$ cat src/rtl/sp_load_pkg.sv
// Package: shared encodings and types for the stack-pointer load unit.
// Assumes the fixed 16-bit instruction layout: opcode bits, destination, mode.
package sp_load_pkg;

    localparam logic [5:0] OPC_HIGH = 6'b001111;   // bits 15:10
    localparam logic [4:0] OPC_LOW  = 5'b11000;    // bits 4:0
    localparam int         DST_W    = 3;           // eight destinations

    typedef enum logic [1:0] {
        UPD_NONE     = 2'b00,
        UPD_POST_INC = 2'b01,
        UPD_PRE_DEC  = 2'b10,
        UPD_POST_DEC = 2'b11
    } upd_mode_e;

    typedef struct packed {
        logic [DST_W-1:0] dst;
        upd_mode_e        mode;
    } ld_fields_t;

endpackage

$ cat src/rtl/sp_load_decode.sv
// Module: sp_load_decode
// Purpose: checks the fixed opcode bits and extracts destination and mode.
// Assumes: purely combinational; the caller qualifies the match with valid.
module sp_load_decode
    import sp_load_pkg::*;
(
    input  logic [15:0] word,
    output logic        hit,
    output ld_fields_t  fields
);

    // Opcode match and field extraction.
    always_comb begin
        hit         = (word[15:10] == OPC_HIGH) && (word[4:0] == OPC_LOW);
        fields.dst  = word[9:7];
        fields.mode = upd_mode_e'(word[6:5]);
    end

endmodule

$ cat src/rtl/sp_load_agu.sv
// Module: sp_load_agu
// Purpose: forms the access address and the updated stack pointer.
// Assumes: ext_cnt 0 = no prefix, 1 = short immediate, 2/3 = full immediate;
//          the short immediate is zero-extended; arithmetic wraps at ADDR_W.
module sp_load_agu
    import sp_load_pkg::*;
#(
    parameter int ADDR_W      = 24,
    parameter int SHORT_IMM_W = 13,
    parameter int DEF_STEP    = 4
) (
    input  upd_mode_e         mode,
    input  logic [1:0]        ext_cnt,
    input  logic [ADDR_W-1:0] ext_imm,
    input  logic [ADDR_W-1:0] sp,
    output logic [ADDR_W-1:0] addr,
    output logic [ADDR_W-1:0] new_sp,
    output logic              updates
);

    localparam logic [ADDR_W-1:0] STEP_DEFAULT = ADDR_W'(DEF_STEP);

    logic [ADDR_W-1:0] short_imm;
    logic [ADDR_W-1:0] offset;
    logic [ADDR_W-1:0] step;
    logic [ADDR_W-1:0] sp_up;
    logic [ADDR_W-1:0] sp_down;

    // Short immediate width picks zero-extension or a pass-through.
    generate
        if (SHORT_IMM_W < ADDR_W) begin : g_short_ext
            assign short_imm = {{(ADDR_W-SHORT_IMM_W){1'b0}}, ext_imm[SHORT_IMM_W-1:0]};
        end else begin : g_short_full
            assign short_imm = ext_imm;
        end
    endgenerate

    // Offset and step chosen by prefix count.
    always_comb begin
        unique case (ext_cnt)
            2'd0:    begin offset = '0;        step = STEP_DEFAULT; end
            2'd1:    begin offset = short_imm; step = short_imm;    end
            default: begin offset = ext_imm;   step = ext_imm;      end
        endcase
    end

    assign sp_up   = sp + step;
    assign sp_down = sp - step;

    // Address and pointer result per update mode.
    always_comb begin
        unique case (mode)
            UPD_NONE:     begin addr = sp + offset;      new_sp = sp;      updates = 1'b0; end
            UPD_POST_INC: begin addr = sp + offset;      new_sp = sp_up;   updates = 1'b1; end
            UPD_POST_DEC: begin addr = sp + offset;      new_sp = sp_down; updates = 1'b1; end
            default:      begin addr = sp_down + offset; new_sp = sp_down; updates = 1'b1; end
        endcase
    end

endmodule

$ cat src/rtl/sp_load_ctrl.sv
// Module: sp_load_ctrl
// Purpose: accepts instructions and sequences the optional second cycle.
// Assumes: synchronous active-low reset; accepts only while idle.
module sp_load_ctrl (
    input  logic clk,
    input  logic rst_n,
    input  logic req,        // valid word with matching opcode
    input  logic two_cycle,  // accepted form needs a second cycle
    output logic busy,
    output logic capture,    // latch operands this cycle
    output logic fire        // execute and complete this cycle
);

    typedef enum logic {ST_IDLE, ST_EXEC} ctrl_state_e;

    ctrl_state_e state;
    logic        accept;

    assign accept  = req && (state == ST_IDLE);
    assign capture = accept && two_cycle;
    assign fire    = (accept && !two_cycle) || (state == ST_EXEC);
    assign busy    = (state == ST_EXEC);

    // State register: enter EXEC on capture, always leave it after one cycle.
    always_ff @(posedge clk) begin
        if (!rst_n)
            state <= ST_IDLE;
        else if (capture)
            state <= ST_EXEC;
        else if (state == ST_EXEC)
            state <= ST_IDLE;
    end

endmodule

$ cat src/rtl/sp_load_unit.sv
// Module: sp_load_unit (top)
// Purpose: executes the stack-pointer relative load with optional prefixes
//          and pointer update; single cycle for the plain unprefixed form.
// Assumes: memory returns mem_rdata combinationally for mem_addr; the
//          register file and pointer register consume the write strobes.
module sp_load_unit
    import sp_load_pkg::*;
#(
    parameter int ADDR_W      = 24,
    parameter int DATA_W      = 32,
    parameter int SHORT_IMM_W = 13
) (
    input  logic              clk,
    input  logic              rst_n,
    input  logic              instr_valid,
    input  logic [15:0]       instr,
    input  logic [1:0]        ext_count,
    input  logic [ADDR_W-1:0] ext_imm,
    input  logic [ADDR_W-1:0] sp_in,
    input  logic [DATA_W-1:0] mem_rdata,
    output logic              mem_rd,
    output logic [ADDR_W-1:0] mem_addr,
    output logic              reg_we,
    output logic [DST_W-1:0]  reg_idx,
    output logic [ADDR_W-1:0] reg_wdata,
    output logic              sp_we,
    output logic [ADDR_W-1:0] sp_wdata,
    output logic              busy,
    output logic              done
);

    localparam int DROP_W = DATA_W - ADDR_W;

    logic              hit;
    ld_fields_t        cur_fields;
    logic              two_cycle;
    logic              capture;
    logic              fire;

    ld_fields_t        h_fields;
    logic [1:0]        h_ext_cnt;
    logic [ADDR_W-1:0] h_imm;
    logic [ADDR_W-1:0] h_sp;

    ld_fields_t        sel_fields;
    logic [1:0]        sel_ext_cnt;
    logic [ADDR_W-1:0] sel_imm;
    logic [ADDR_W-1:0] sel_sp;

    logic [ADDR_W-1:0] agu_addr;
    logic [ADDR_W-1:0] agu_new_sp;
    logic              agu_updates;
    logic [DROP_W-1:0] unused_top_byte;

    sp_load_decode u_decode (
        .word   (instr),
        .hit    (hit),
        .fields (cur_fields)
    );

    assign two_cycle = (ext_count != 2'd0) || (cur_fields.mode != UPD_NONE);

    sp_load_ctrl u_ctrl (
        .clk       (clk),
        .rst_n     (rst_n),
        .req       (instr_valid && hit),
        .two_cycle (two_cycle),
        .busy      (busy),
        .capture   (capture),
        .fire      (fire)
    );

    // Operand hold registers for the second cycle.
    always_ff @(posedge clk) begin
        if (!rst_n) begin
            h_fields  <= '0;
            h_ext_cnt <= '0;
            h_imm     <= '0;
            h_sp      <= '0;
        end else if (capture) begin
            h_fields  <= cur_fields;
            h_ext_cnt <= ext_count;
            h_imm     <= ext_imm;
            h_sp      <= sp_in;
        end
    end

    // Operand select: held copy while busy, live inputs otherwise.
    always_comb begin
        if (busy) begin
            sel_fields  = h_fields;
            sel_ext_cnt = h_ext_cnt;
            sel_imm     = h_imm;
            sel_sp      = h_sp;
        end else begin
            sel_fields  = cur_fields;
            sel_ext_cnt = ext_count;
            sel_imm     = ext_imm;
            sel_sp      = sp_in;
        end
    end

    sp_load_agu #(
        .ADDR_W      (ADDR_W),
        .SHORT_IMM_W (SHORT_IMM_W),
        .DEF_STEP    (4)
    ) u_agu (
        .mode    (sel_fields.mode),
        .ext_cnt (sel_ext_cnt),
        .ext_imm (sel_imm),
        .sp      (sel_sp),
        .addr    (agu_addr),
        .new_sp  (agu_new_sp),
        .updates (agu_updates)
    );

    assign unused_top_byte = mem_rdata[DATA_W-1:ADDR_W];

    // Output gating: everything is quiet unless the instruction fires.
    always_comb begin
        mem_rd    = fire;
        reg_we    = fire;
        done      = fire;
        mem_addr  = fire ? agu_addr : '0;
        reg_idx   = fire ? sel_fields.dst : '0;
        reg_wdata = fire ? mem_rdata[ADDR_W-1:0] : '0;
        sp_we     = fire && agu_updates;
        sp_wdata  = (fire && agu_updates) ? agu_new_sp : '0;
    end

endmodule

$ cat config.mk
export PLATFORM = sky130hd
export DESIGN_NAME = sp_load_unit
export DESIGN_NICKNAME = d
export VERILOG_FILES = /design/src/rtl/sp_load_pkg.sv /design/src/rtl/sp_load_decode.sv /design/src/rtl/sp_load_agu.sv /design/src/rtl/sp_load_ctrl.sv /design/src/rtl/sp_load_unit.sv
export SDC_FILE = /design/constraint.sdc
export NUM_CORES = 1
export LEC_CHECK = 0
export ABC_AREA = 1
export BUFFER_PORTS_ARGS = -buffer_cell sky130_fd_sc_hd__buf_2
export CAP_MARGIN = 0
export CORE_MARGIN = 10
export CORE_UTILIZATION = 45
export CTS_BUF_LIST = sky130_fd_sc_hd__clkbuf_4
export DETAILED_ROUTE_END_ITERATION = 12
export HOLD_SLACK_MARGIN = 0.06
export PLACE_DENSITY = 0.72
export SLEW_MARGIN = 5
export SYNTH_ARGS = -nofsm -noshare
export SYNTH_HDL_FRONTEND = slang
export SYNTH_SLANG_ARGS = --single-unit
$ cat constraint.sdc
create_clock -name clk -period 11.1 [get_ports clk]
set_input_delay 1.11 -clock clk [delete_from_list [all_inputs] [get_ports clk]]
set_output_delay 1.11 -clock clk [all_outputs]
set_load 0.01 [all_outputs]
==> summary.txt <==
Status
  • Run status: complete, no violations

Finish
  • Share of cells above drive strength 1: 12.9%
  • Multi-input gate area: 5720 sq um
  • Final net count: 1,728
  • FF+latch area: 1120 sq um
  • Design Area, Final: 8870 sq um
  • Ant. Diodes: 0
  • FILL cells: 1,873
  • Post-layout util: 51.4%
  • Area Growth Syn to Fin: 12.5%

Clocking
  • Clock H-tree levels: 2
  • Clock buffer count from CTS: 5
  • Clock Pin Slew Worst Setup and Hold Paths: 0.15 ns
  • CTS tree: built
  • Setup bufs post-CTS: 0
  • Clock Latency Late Sink: 0.38 ns
  • Cts repair resizes: 0
  • Hold_buf cts: 0
  • Clock sink count: 56
  • Clock tree buffer depth: 2
  • Clock root cell: clkbuf_4

Power
  • VDD IR max: 0.137 mV
  • Sw Pwr: 0.305 mW
  • Power per cell area: 75.2 nW/um^2
  • Clock share of power: 16.0%
  • Internal power: 0.362 mW
  • Combinational share of power: 53.9%
  • Switching share of power: 45.8%
  • Leakage: 4.86 nW
  • Sequential share of power: 30.2%

Global route
  • Pin count of the biggest net entering global routing: 93
  • Total grt overflow: 0
  • Antenna violations before repair: 0
  • Number of global-route vias before repair: 8,963
  • GR Util All Layers: 24.7%
  • First-pass GRT wire length: 47.5 mm

Timing
  • Final Critical Period: 7.51 ns
  • Slew HR: 29.7%
  • # setup viols final: 0
  • Max Clk Rate: 133 MHz
  • RSZ-0062 raised after global routing: no
  • Worst Tran Pin Value: 1.05 ns
  • Final Hold Vio Count: 0
  • Total Neg Setup Slack: 0 ns
  • Clk_skew: 0.0139 ns
  • Final Cycle Share: 67.6%
  • Setup ws final: 3.59 ns
  • Pins Over Slew Limit: 0

Yosys
  • Top cells by area, synth: dfxtp_1 14%, nand2_1 14%, nor2_1 12%
  • Sequential share of the synthesized area: 14.2%
  • Synth unique cells: 40
  • Asr flop ratio synth: 0%
  • Number of synthesized flops with an enable pin: 0
  • Most common cell in the synthesized netlist: nand2_1
  • Post-synth top area cell: dfxtp_1
  • Synth Flop Type: dfxtp_1
  • Syn Area/Cell: 5.52 sq um
  • Syn Nets: 1,602
  • Synth warn: 0
  • Commonest cells in the netlist: 288 x nand2_1, 249 x nor2_1, 204 x inv_1
  • Synth Cell Area: 7880 sq um
  • Register bit total from synthesis: 56
  • Post-synthesis cell count: 1,429
  • Synth top area share: 14.2%

Route
  • Vias: 9,664
  • Wire per inst: 17.2 um
  • Drt initial violations: 832
  • DR pass1 iterations: 6
  • Final ANT Viol Nets: 0
  • DRC: 0
  • Post-Route WL: 30.6 mm
  • Vias per inst: 5.43

Place
  • Pre-CTS setup slack: 4.08 ns
  • Placer Congestion: 0.985
  • Post-Place Cell Area: 8800 sq um
  • I/O Buffers: 172
  • Post-DP HPWL: 25.4 mm

Worst setup path
  • Crit path capture type: output port
  • Crit Path Category: reg -> out
  • Critical Path Fanout Max: 81
  • CP max stage cell: buf_4
  • Cell seen most often among critical-path stages: nand2_1
  • Worst Setup Start Kind: flip-flop
  • CP peak stage delay: 0.61 ns
  • Worst Path Arrival: 6.40 ns
  • Worst endpoint required time: 9.99 ns

Floorplanning
  • Total die area: 23,200 sq um
  • Row Count: 48
  • Starting density of the core: 45.7%
  • Die H: 152 um
  • Core box area: 17,200 sq um
  • Top-level I/O count: 181
  • Die width: 152 um

Run
  • Max-Cap Viols: 0

Worst hold path
  • Hold/Removal Path Class: reg -> reg
==> routing by layer <==
| metal | track usage (%) | vias up | wire length, um |
|---|---|---|---|
| li1 | - | 4867 | - |
| met1 | 31.5 | 4289 | 13000 |
| met2 | 39.7 | 447 | 13600 |
| met3 | 5.96 | 61 | 3050 |
| met4 | 8.34 | 0 | 947 |
| met5 | 0 | - | 0 |
==> sequential cells by signal, summed over array words and instances, names as in the netlist <==
register,count
h_ext_cnt,2
u_ctrl.busy,1
h_imm,24
h_sp,24
h_fields,5
==> power by group through the flow <==
| stage | Combinational (mW) | Sequential (mW) | Clock [mW] |
|---|---|---|---|
| 2_1_floorplan | 0.248 | 0.206 | 0 |
| 3_3_place_gp | 0.348 | 0.206 | 0 |
| 3_5_place_dp | 0.348 | 0.206 | 0 |
| 4_1_cts | 0.350 | 0.201 | 0.110 |
| 5_1_grt | 0.399 | 0.201 | 0.115 |
| 6_report | 0.359 | 0.201 | 0.106 |
==> per-stage QoR <==
stage          power (mW)  hold slack [ns]  std cells
6_report            0.667            0.522       1779
5_1_grt             0.716            0.567       1779
4_1_cts             0.661            0.525       1779
3_5_place_dp        0.553            0.477       1773
3_3_place_gp        0.554            0.471       1773
2_1_floorplan       0.454            0.458       1429
==> cell families (layout without fill, tap and decap cells) <==
family                   count (synthesis)  after routing  share of synthesized area [%]
AO/OA/AOI/OAI                          352            352                           24.1
XOR/XNOR                                21             21                           2.33
adder cells (fa/ha/maj)                 72             72                           11.7
buffers and inverters                  267            392                           13.3
flip-flops                              56             56                           14.2
multiplexers                             1              1                          0.127
AND/OR/NAND/NOR                        660            660                           34.2
==> final cells by class <==
class                      count  share of cell area, %
clock buffer                   5                  0.423
timing repair buffer         175                   9.96
inverter                     211                   8.93
clock inverter                 1                  0.339
tap                          225                   3.18
sequential                    56                   12.7
multi-input combinational   1106                   64.5
==> path summary, 6_finish.rpt <==
check | start | cells past startpoint | to | slack [ns]
worst max-delay path | u_ctrl.busy$_SDFF_PN0_ | 26 | mem_addr[20] | 3.59
worst min-delay path | h_fields[0]$_SDFFE_PN0P_ | 2 | h_fields[0]$_SDFFE_PN0P_ | 0.52
worst max register to register | u_ctrl.busy$_SDFF_PN0_ | 9 | h_ext_cnt[1]$_SDFFE_PN0P_ | 8.44
worst min register to register | h_fields[0]$_SDFFE_PN0P_ | 2 | h_fields[0]$_SDFFE_PN0P_ | 0.52
==> critical path, delay by kind of cell (launching register included) <==
kind	cells	cell delay, ns
and+or+nand+nor	12	2.00
AOI/OAI and AO/OA	6	1.31
adders and majority gates	3	1.15
buffers and inverters	5	0.95
DFF	1	0.53
==> cell usage in the layout (no fill, tap or decap), types with 2 or more instances in the layout <==
master and instances:
a22oi_1 4, nand3b_1 5, xnor2_1 10, inv_1 204, o21a_1 4, o21bai_1 16, nor4_1 4, clkbuf_4 5
xor2_1 11, o21ai_2 2, buf_2 172, nand4_1 19, o21ai_0 153, inv_2 7, nor3_1 16, nor2_1 247
or2_1 2, nand2_1 288, dfxtp_1 55, ha_1 69, a21boi_0 3, a21o_1 4, a31oi_1 9, a21oi_1 146
buf_4 3, o22ai_1 3, fa_1 3, or2_2 3, a211oi_1 4, nand3_1 72
(Power assumes the default switching activity.)
